**src/rtl/uart_evt_pkg.sv**
```systemverilog
package uart_evt_pkg;
    localparam int REG_W    = 32;
    localparam int BYTE_W   = 8;
    localparam int NUM_REGS = 5;
    localparam int IDX_W    = 3;
    localparam int NUM_EVT  = 2;

    // Flag and enable bit positions, decoded by software
    localparam int FLG_TXFREE = 0;
    localparam int FLG_RXHIT  = 1;
    localparam int FLG_TXHIT  = 2;
    localparam int CFG_RXIE   = 0;
    localparam int CFG_TXIE   = 1;

    typedef enum logic [IDX_W-1:0] {
        REG_DATA  = 3'd0,
        REG_BAUD  = 3'd1,
        REG_FLAGS = 3'd2,
        REG_CFG   = 3'd3,
        REG_DIAG  = 3'd4
    } reg_e;

    typedef struct packed {
        logic [BYTE_W-1:0] rx_byte;
        logic [BYTE_W-1:0] tx_byte;
        logic              tx_pend;
        logic              rx_evt;
        logic              tx_evt;
        logic [REG_W-1:0]  baud;
        logic [REG_W-1:0]  cfg;
        logic [REG_W-1:0]  diag;
    } core_st_t;
endpackage

```
**src/rtl/uart_evt_decode.sv**
```systemverilog
module uart_evt_decode
    import uart_evt_pkg::*;
#(
    parameter int ADDR_W = 3
) (
    input  logic              sel,
    input  logic              wr,
    input  logic [ADDR_W-1:0] addr,
    output logic              wr_en,
    output logic              rd_en,
    output reg_e              idx
);
    logic hit;

    always_comb begin
        hit   = (addr < ADDR_W'(NUM_REGS));
        wr_en = sel && wr && hit;
        rd_en = sel && !wr && hit;
        idx   = reg_e'(addr[IDX_W-1:0]);
    end
endmodule

```
**src/rtl/uart_evt_irq.sv**
```systemverilog
module uart_evt_irq #(
    parameter int N = 2
) (
    input  logic [N-1:0] evt,
    input  logic [N-1:0] en,
    output logic         irq
);
    logic [N-1:0] gated;

    for (genvar g = 0; g < N; g++) begin : g_gate
        assign gated[g] = evt[g] & en[g];
    end

    assign irq = |gated;
endmodule

```
**src/rtl/uart_evt_core.sv**
```systemverilog
module uart_evt_core
    import uart_evt_pkg::*;
(
    input  logic              clk,
    input  logic              rst_n,
    input  logic              wr_en,
    input  logic              rd_en,
    input  reg_e              idx,
    input  logic [REG_W-1:0]  wdata,
    output logic [REG_W-1:0]  rdata,
    output logic              tx_valid,
    output logic [BYTE_W-1:0] tx_data,
    input  logic              tx_ready,
    input  logic              rx_valid,
    input  logic [BYTE_W-1:0] rx_data,
    output logic              rx_ready,
    output logic [NUM_EVT-1:0] evt,
    output logic [NUM_EVT-1:0] evt_en
);
    core_st_t st_d, st_q;
    logic     take_d;

    always_comb begin
        st_d   = st_q;
        take_d = rx_valid && !st_q.rx_evt;
        if (st_q.tx_pend && tx_ready) begin
            st_d.tx_pend = 1'b0;
        end
        if (wr_en) begin
            case (idx)
                REG_DATA: begin
                    st_d.tx_byte = wdata[BYTE_W-1:0];
                    st_d.tx_pend = 1'b1;
                    st_d.tx_evt  = 1'b1;
                end
                REG_BAUD:  st_d.baud = wdata;
                REG_FLAGS: begin
                    if (wdata[FLG_RXHIT]) st_d.rx_evt = 1'b0;
                    if (wdata[FLG_TXHIT]) st_d.tx_evt = 1'b0;
                end
                REG_CFG:   st_d.cfg  = wdata;
                REG_DIAG:  st_d.diag = wdata;
                default: ;
            endcase
        end
        if (take_d) begin
            st_d.rx_byte = rx_data;
            st_d.rx_evt  = 1'b1;
        end
    end

    always_ff @(posedge clk) begin
        if (!rst_n) st_q <= '0;
        else        st_q <= st_d;
    end

    always_comb begin
        rdata = '0;
        if (rd_en) begin
            case (idx)
                REG_DATA:  rdata = {{(REG_W-BYTE_W){1'b0}}, st_q.rx_byte};
                REG_BAUD:  rdata = st_q.baud;
                REG_FLAGS: begin
                    rdata[FLG_TXFREE] = 1'b1;
                    rdata[FLG_RXHIT]  = st_q.rx_evt;
                    rdata[FLG_TXHIT]  = st_q.tx_evt;
                end
                REG_CFG:   rdata = st_q.cfg;
                REG_DIAG:  rdata = st_q.diag;
                default:   rdata = '0;
            endcase
        end
    end

    assign tx_valid = st_q.tx_pend;
    assign tx_data  = st_q.tx_byte;
    assign rx_ready = !st_q.rx_evt;
    assign evt      = {st_q.tx_evt, st_q.rx_evt};
    assign evt_en   = {st_q.cfg[CFG_TXIE], st_q.cfg[CFG_RXIE]};

    p_tx_hold_r3: assert property (@(posedge clk) disable iff (!rst_n)
        (tx_valid && !tx_ready && !(wr_en && idx == REG_DATA))
        |=> (tx_valid && $stable(tx_data)));

    p_tx_event_r4: assert property (@(posedge clk) disable iff (!rst_n)
        (wr_en && idx == REG_DATA) |=> evt[1]);

    p_rx_take_r5: assert property (@(posedge clk) disable iff (!rst_n)
        (rx_valid && rx_ready) |=> (!rx_ready && st_q.rx_byte == $past(rx_data)));

    p_rx_block_r6: assert property (@(posedge clk) disable iff (!rst_n)
        (!rx_ready && !(wr_en && idx == REG_FLAGS && wdata[FLG_RXHIT]))
        |=> (!rx_ready && $stable(st_q.rx_byte)));

    p_clear_r7: assert property (@(posedge clk) disable iff (!rst_n)
        (wr_en && idx == REG_FLAGS && wdata[FLG_TXHIT]) |=> !evt[1]);

    p_ignore_r10: assert property (@(posedge clk) disable iff (!rst_n)
        !wr_en |=> ($stable(st_q.baud) && $stable(st_q.cfg) && $stable(st_q.diag)));
endmodule

```
**src/rtl/uart_evt_regif.sv**
```systemverilog
module uart_evt_regif
    import uart_evt_pkg::*;
#(
    parameter int ADDR_W = 3
) (
    input  logic              clk,
    input  logic              rst_n,
    input  logic              bus_sel,
    input  logic              bus_wr,
    input  logic [ADDR_W-1:0] bus_addr,
    input  logic [31:0]       bus_wdata,
    output logic [31:0]       bus_rdata,
    output logic              tx_valid,
    output logic [7:0]        tx_data,
    input  logic              tx_ready,
    input  logic              rx_valid,
    input  logic [7:0]        rx_data,
    output logic              rx_ready,
    output logic              irq
);
    logic               wr_en, rd_en;
    reg_e               idx;
    logic [NUM_EVT-1:0] evt, evt_en;

    uart_evt_decode #(.ADDR_W(ADDR_W)) u_dec (
        .sel(bus_sel), .wr(bus_wr), .addr(bus_addr),
        .wr_en(wr_en), .rd_en(rd_en), .idx(idx)
    );

    uart_evt_core u_core (
        .clk(clk), .rst_n(rst_n),
        .wr_en(wr_en), .rd_en(rd_en), .idx(idx),
        .wdata(bus_wdata), .rdata(bus_rdata),
        .tx_valid(tx_valid), .tx_data(tx_data), .tx_ready(tx_ready),
        .rx_valid(rx_valid), .rx_data(rx_data), .rx_ready(rx_ready),
        .evt(evt), .evt_en(evt_en)
    );

    uart_evt_irq #(.N(NUM_EVT)) u_irq (
        .evt(evt), .en(evt_en), .irq(irq)
    );

    p_rdata_idle_r11: assert property (@(posedge clk) disable iff (!rst_n)
        (!bus_sel || bus_wr) |-> (bus_rdata == '0));

    p_irq_quiet_r9: assert property (@(posedge clk) disable iff (!rst_n)
        (evt == '0) |-> !irq);
endmodule

```
**config.mk**
```make
export PLATFORM = sky130hd
export DESIGN_NAME = uart_evt_regif
export DESIGN_NICKNAME = d
export VERILOG_FILES = /design/src/rtl/uart_evt_pkg.sv /design/src/rtl/uart_evt_decode.sv /design/src/rtl/uart_evt_irq.sv /design/src/rtl/uart_evt_core.sv /design/src/rtl/uart_evt_regif.sv
export SDC_FILE = /design/constraint.sdc
export NUM_CORES = 1
export LEC_CHECK = 0
export CAP_MARGIN = 10
export CORE_MARGIN = 1.5
export CORE_UTILIZATION = 60
export CTS_CLUSTER_DIAMETER = 120
export DETAILED_ROUTE_END_ITERATION = 16
export DONT_BUFFER_PORTS = 1
export PLACE_DENSITY = 0.81
export SLEW_MARGIN = 20
export SYNTH_ARGS = -nofsm -noshare
export SYNTH_HDL_FRONTEND = slang
export SYNTH_SLANG_ARGS = --single-unit
```
**constraint.sdc**
```tcl
create_clock -name clk -period 2.5 [get_ports clk]
set_clock_uncertainty 0.1 [all_clocks]
set_input_delay 0.375 -clock clk [delete_from_list [all_inputs] [get_ports clk]]
set_output_delay 0.375 -clock clk [all_outputs]
set_load 0.02 [all_outputs]
```
==> results.ini, run 1 <==
[yosys]
syn-cell-area_sq_um = 5240
synth_top_cell_area_share = 0.439
yosysWarnings = 0
ys_types = 33
syn_avg_cell_area_sq_um = 9.47
synth_top_area_cell = dfxtp_1
ys_seq_area_frac = 0.439
synthTopCellsByArea = dfxtp_1 (44%), mux2i_1 (24%), nand2_1 (9.9%)
synth_seq_cells = 115
syn-num-nets = 602
syn_inst = 553

[global_route]
first_global_vias = 4184
antenna_found_initial = 0
overflow = 0
grtUsageTotal = 0.307
grt_max_degree = 114
grt_pass1_wl_um = 21300

[final_layout]
final_cell_mix = nand2_1 (138), mux2i_1 (127), dfxtp_1 (115)
antenna_cells = 0
layout_commonest_cell = nand2_1
multi_input_area_sq_um = 2660
final.fill_count = 527
fin_nets = 634
synthToLayoutAreaGrowth_pct = 22.1
drive_gt1_frac = 0.130
seq_area_sq_um = 2300

[die]
die_h_um = 96.4
core_area_sq_um = 8340
dieArea_sq_um = 9300
die_w_um = 96.4
ios = 92
initial_utilization = 0.628
rows = 33

[timing]
layout_min_cycle_time_ps = 2270
finalCritPeriodShare = 0.910
slew_violations = 0
tightest_slew_ps = 718
finalSetupViolations = 0
relSlewSlack = 0.515
hold_violations = 0
clock.fmax_mhz = 440
tns_ps = 0
fin_ws_ps = 225
rsz0062_at_grt = false

[min_path]
hp-class = in -> reg
holdCritStartpoint = rst_n

[cts]
numCtsBuffers = 17
root_buffer = clkbuf_8
post_cts_buffers = 0
ctsHoldBuffers = 55
clockBufferDepth = 2
h-tree-depth = 4
post_cts_resized = 0
clock_sinks = 115
clkLatencyLatePin_ps = 500
clkSlewWorstSetupHoldPaths_ps = 60
cts_tree = yes

[worst_setup_path]
crit_fanout = 3
critical_path.slowest_cell = a21oi_1
endpoint_kind = primary output
startpoint_type = register
crit_family = compound AO/OA/AOI/OAI gates
startpoint = u_core.evt_en[0]
cp_cell_sequence = mux2i_1, a211o_2, a21oi_1
cpPeakStageDelay_ps = 490
r2r-start = u_core.st_q[20]
required_ps = 2030
worstSetupPathType = reg -> out
cp.arrival_ps = 1800
cp_num_buf_inv = 0

[pwr]
p_leak_nw = 2.57
cellPowerDensity_nw_per_um2 = 741
vdd_drop_max_mv = 0.463

[drt]
wire_per_inst_um = 19.5
num_vias = 4185
drtIter0Drc = 230
vias_per_cell = 5.95
first_pass_iters = 4
wl_um = 13700
ant_nets = 0
drc = 0

[place]
place_congestion = 0.790
pre_cts_slack_ps = 388
place.port_buffers = 0
dp_hpwl_um = 7260

[run]
max_cap_violations = 0

[status]
outcome = finished clean

synth_stat cells:
cell type	number
a211o_2	1
a21o_2	1
a21oi_1	1
a221oi_2	1
a22o_1	3
a22oi_1	24
a31oi_1	1
and3_1	1
buf_1	2
buf_2	10
buf_4	14
buf_6	3
clkbuf_1	23
dfxtp_1	115
inv_1	3
mux2_2	24
mux2i_1	127
nand2_1	138
nand2b_1	2
nand4_1	1
nor2_1	36
nor2b_1	5
nor3_1	2
nor3_2	1
nor3b_2	1
nor4b_1	2
o21a_1	1
o21ai_0	1
o22a_1	2
o22a_2	3
o22ai_1	2
or2_1	1
or3_4	1
power breakdown:
part | leakage (nW) | switching [mW] | internal [mW] | total [mW]
clock network | 0.310 | 0.898 | 1.69 | 2.59
logic | 1.33 | 0.148 | 0.120 | 0.268
registers | 0.930 | 0.0214 | 1.86 | 1.89
total | 2.57 | 1.07 | 3.68 | 4.74
layer usage:
layer	global-route usage	vias up	routed length, um
li1	-	1951	-
met1	0.360	2044	5690
met2	0.534	163	7010
met3	0.0767	27	717
met4	0.126	0	294
met5	0	-	0
final timing paths:
check,end,slack (ps),cells past startpoint
hold reg to reg,u_core.st_q[78],360,2
hold / removal,u_core.st_q[49],10,2
setup / recovery,bus_rdata[0],230,3
setup reg to reg,u_core.st_q[20],590,4
registers in the layout, summed over array words and instances, names as in the netlist:
| name | flops |
|---|---|
| u_core.tx_data | 8 |
| u_core.tx_valid | 1 |
| u_core.evt | 2 |
| u_core.evt_en | 2 |
| u_core.st_q | 102 |
through the flow:
stage | std cells | power (mW) | instance area (sq um) | hold slack (ps) | utilization
after floorplan | 553 | 2.10 | 5240 | 332 | -
after global placement | 616 | 2.09 | 5190 | 339 | 0.622
after detailed placement | 616 | 2.10 | 5190 | 346 | 0.622
after CTS | 703 | 4.75 | 6400 | 3.20 | 0.767
after global routing | 703 | 4.88 | 6400 | 4.71 | 0.767
final | 703 | 4.74 | 6400 | 14.3 | 0.767
logic make-up after synthesis:
group	count (synthesis)	share of synthesized area
AOI/OAI and AO/OA	41	0.0619
buffers and inverters	55	0.0561
DFF	115	0.439
and+or+nand+nor	191	0.148
muxes	151	0.294
final cells by class:
type | instances | area share
clock buffers | 19 | 0.0690
clock inverters | 13 | 0.0309
inverters | 3 | 0.00176
multi-input cells | 383 | 0.416
flip-flops and latches | 115 | 0.360
well taps | 105 | 0.0205
repair buffers | 65 | 0.102
worst reg2reg max path, cell delays in order (launching register included):
cell and delay [ps]:
dfxtp_1 350, nand2_1 90, dlygate4sd3_1 600, mux2i_1 160, dlygate4sd3_1 560
Power figures use the tool's default switching activity.
==> run 2, diff against run 1 <==
--- a/config.mk
+++ b/config.mk
@@ -7,11 +7,11 @@
 export LEC_CHECK = 0
 export CAP_MARGIN = 10
 export CORE_MARGIN = 1.5
-export CORE_UTILIZATION = 60
+export CORE_UTILIZATION = 57
 export CTS_CLUSTER_DIAMETER = 120
 export DETAILED_ROUTE_END_ITERATION = 16
 export DONT_BUFFER_PORTS = 1
-export PLACE_DENSITY = 0.81
+export PLACE_DENSITY = 0.8
 export SLEW_MARGIN = 20
 export SYNTH_ARGS = -nofsm -noshare
 export SYNTH_HDL_FRONTEND = slang
==> constraint.sdc (replaced) <==
create_clock -name clk -period 1.9 [get_ports clk]
set_clock_uncertainty 0.1 [all_clocks]
set_input_delay 0.285 -clock clk [delete_from_list [all_inputs] [get_ports clk]]
set_output_delay 0.285 -clock clk [all_outputs]
set_load 0.02 [all_outputs]
==> results.ini, run 2 <==
[yosys]
synth_most_common_cell = nand2_1
ys_types = 33
syn_avg_cell_area_sq_um = 9.47
synth-edff-count = 0
syn_inst = 553
synth_top_area_cell = dfxtp_1
synth_seq_cells = 115
synthTopCellsByCount = nand2_1 (138), mux2i_1 (127), dfxtp_1 (115), nor2_1 (36)
syn-cell-area_sq_um = 5240
ys_seq_area_frac = 0.439
synth_top_cell_area_share = 0.439
async_flop_share = 0
synthTopCellsByArea = dfxtp_1 (44%), mux2i_1 (24%), nand2_1 (9.9%)
yosysWarnings = 0
syn-num-nets = 602
synth_top_flop_cell = dfxtp_1

[die]
die_w_um = 98.9
rows = 34
initial_utilization = 0.595
die_h_um = 98.9
ios = 92

[cts]
clockBufferDepth = 2
numCtsBuffers = 17
clock_sinks = 115
ctsHoldBuffers = 137
post_cts_buffers = 1
root_buffer = clkbuf_8
post_cts_resized = 17
h-tree-depth = 4

[place]
place_congestion = 0.828
place.port_buffers = 0
dp_hpwl_um = 7400

[status]
haltStage = clock tree synthesis
outcome = aborted with a tool error
first-error = [ERROR RSZ-0060] Max buffer count reached.

[run 2: cell counts after synthesis]
No cell type changed its count.
[run 2: logic make-up after synthesis]
logic type | Yosys count | synth area share
mux | 151 | 0.294
compound gates | 41 | 0.0619
buf+inv | 55 | 0.0561
flops | 115 | 0.439
simple gates | 191 | 0.148
[run 2: stage by stage]
stage / setup slack (ps) / instance area (sq um) / hold WS (ps) / util / instances
2_1_floorplan: -53.6 / 5240 / 278 / - / 553
3_3_place_gp: 208 / 5460 / 280 / 0.620 / 649
3_5_place_dp: 194 / 5460 / 281 / 0.620 / 649
==> run 3, diff against run 2 <==
--- a/config.mk
+++ b/config.mk
@@ -7,11 +7,10 @@
 export LEC_CHECK = 0
 export CAP_MARGIN = 10
 export CORE_MARGIN = 1.5
-export CORE_UTILIZATION = 57
-export CTS_CLUSTER_DIAMETER = 120
+export CORE_UTILIZATION = 40
 export DETAILED_ROUTE_END_ITERATION = 16
 export DONT_BUFFER_PORTS = 1
-export PLACE_DENSITY = 0.8
+export PLACE_DENSITY_LB_ADDON = 0.15
 export SLEW_MARGIN = 20
 export SYNTH_ARGS = -nofsm -noshare
 export SYNTH_HDL_FRONTEND = slang
==> constraint.sdc (replaced) <==
create_clock -name clk -period 2.5 [get_ports clk]
set_clock_uncertainty 0.1 [all_clocks]
set_input_delay 0.375 -clock clk [delete_from_list [all_inputs] [get_ports clk]]
set_output_delay 0.375 -clock clk [all_outputs]
set_load 0.02 [all_outputs]
==> results.ini, run 3 (same netlist as run 1, synthesis figures left out) <==
[timing]
hold_ws_ps = 20.4
tightest_slew_ps = 800
layout_min_cycle_time_ps = 2130
tns_ps = 0
relSlewSlack = 0.459
fin_ws_ps = 374
slew_violations = 0
clock.fmax_mhz = 470
hold_violations = 0
finalSetupViolations = 0
rsz0062_at_grt = false
finalCritPeriodShare = 0.851

[cts]
clockBufferDepth = 2
clkLatencyLatePin_ps = 410
numCtsBuffers = 17
cts_tree = yes
clkSlewWorstSetupHoldPaths_ps = 50
clock_sinks = 115
root_buffer = clkbuf_16
h-tree-depth = 4

[final_layout]
final_util = 0.469
fin_nets = 584
synthToLayoutAreaGrowth_pct = 13.9
layout_commonest_cell = nand2_1
layoutNonFillerInstCount = 720
largest_reg_flops = 102
stdcell_area_sq_um = 5970
drive_gt1_frac = 0.135
final_cell_mix = nand2_1 (138), mux2i_1 (127), dfxtp_1 (115)
antenna_cells = 0
largest_register = u_core.st_q

[pwr]
pwr-share-clk = 0.549
power.switching_uw = 962
p_leak_nw = 2.34
vdd_drop_max_mv = 0.516
power_mw = 4.60
switching_share = 0.209
pwr-share-comb = 0.041
cellPowerDensity_nw_per_um2 = 771
pwr-share-seq = 0.410
internal_power_mw = 3.64

[global_route]
grt_pass1_wl_um = 20100
grtUsageTotal = 0.188
met2_usage = 0.295
grt_use_met1 = 0.241
use_met3 = 0.0579
antenna_found_initial = 0
overflow = 0
first_global_vias = 3778
grt_max_degree = 134
top_usage_layer = met2

[run]
max_cap_violations = 0

[die]
dieArea_sq_um = 13800
core_area_sq_um = 12700
ios = 92
rows = 41
die_w_um = 117
initial_utilization = 0.412
die_h_um = 117

[min_path]
hp-class = in -> reg
whs_endpoint = u_core.st_q[107]
holdCritStartpoint = rx_data[0]
holdPathStages = 2

[worst_setup_path]
r2r-end = u_core.evt[0]
required_ps = 2030
crit_fanout = 3
r2r_cells = 3
r2r-start = u_core.evt[0]
worstSetupPathType = reg -> out
startpoint_type = register
endpoint_kind = primary output
cp.arrival_ps = 1650
r2r_slack_ps = 1130

[drt]
vias_per_cell = 5.28
drtIter0Drc = 250
drc = 0
first_pass_iters = 4
ant_nets = 0
wl_um = 12600
num_vias = 3799
wire_per_inst_um = 17.4

[place]
place.port_buffers = 0
placed_cell_area_sq_um = 5270
dpl.cell_count = 681
pre_cts_slack_ps = 359
dp_hpwl_um = 7620
place_congestion = 0.738

[status]
outcome = finished clean

-- run 3: area by class of cell --
| class | count | area [sq um] |
|---|---|---|
| clock buffers | 23 | 498 |
| inverters | 3 | 11.3 |
| well taps | 172 | 215 |
| multi-input cells | 383 | 2660 |
| fillers | 1230 | 6760 |
| clock inverters | 9 | 125 |
| flip-flops and latches | 115 | 2300 |
| repair buffers | 15 | 155 |
-- run 3: worst max path at each step --
| stage | slack (ps) | endpoint | startpoint | depth (start not counted) |
|---|---|---|---|---|
| 4_1_cts | 350 | bus_rdata[0] | u_core.evt_en[0] | 3 |
| 3_5_place_dp | 360 | bus_rdata[3] | bus_addr[0] | 3 |
| 2_1_floorplan | 370 | bus_rdata[21] | bus_addr[0] | 7 |
| 5_1_grt | 260 | bus_rdata[31] | bus_addr[1] | 4 |
| 3_3_place_gp | 420 | bus_rdata[16] | bus_addr[0] | 3 |
| 6_report | 370 | bus_rdata[0] | u_core.evt_en[0] | 3 |
-- run 3: layer usage --
layer  up-vias  wire length, um  share of wire
met3        13              622          0.050
met1      1842             5880           0.47
met4         0              174          0.014
met5         -                0              0
met2       103             5880           0.47
li1       1841                -              -
-- run 3: repair_timing --
action                                  in CTS  in global routing
endpoints found under the hold margin       11                  0
setup buffers                                0                  0
endpoints found under the setup margin       0                  0
gates resized for setup                      0                  0
hold buffers                                 7                  0
-- run 3: critical path: stages, from the launching register on --
cell and delay, ps:
dfxtp_1 340, mux2i_1 130, a211o_2 340, a21oi_1 420
-- run 3: power groups by stage --
stage | Clock [mW] | Combinational, mW | Sequential (mW)
floorplan | 0 | 0.189 | 1.92
global placement | 0 | 0.175 | 1.92
detailed placement | 0 | 0.179 | 1.92
finish | 2.53 | 0.189 | 1.89
CTS | 2.58 | 0.192 | 1.88
global route | 2.66 | 0.207 | 1.89
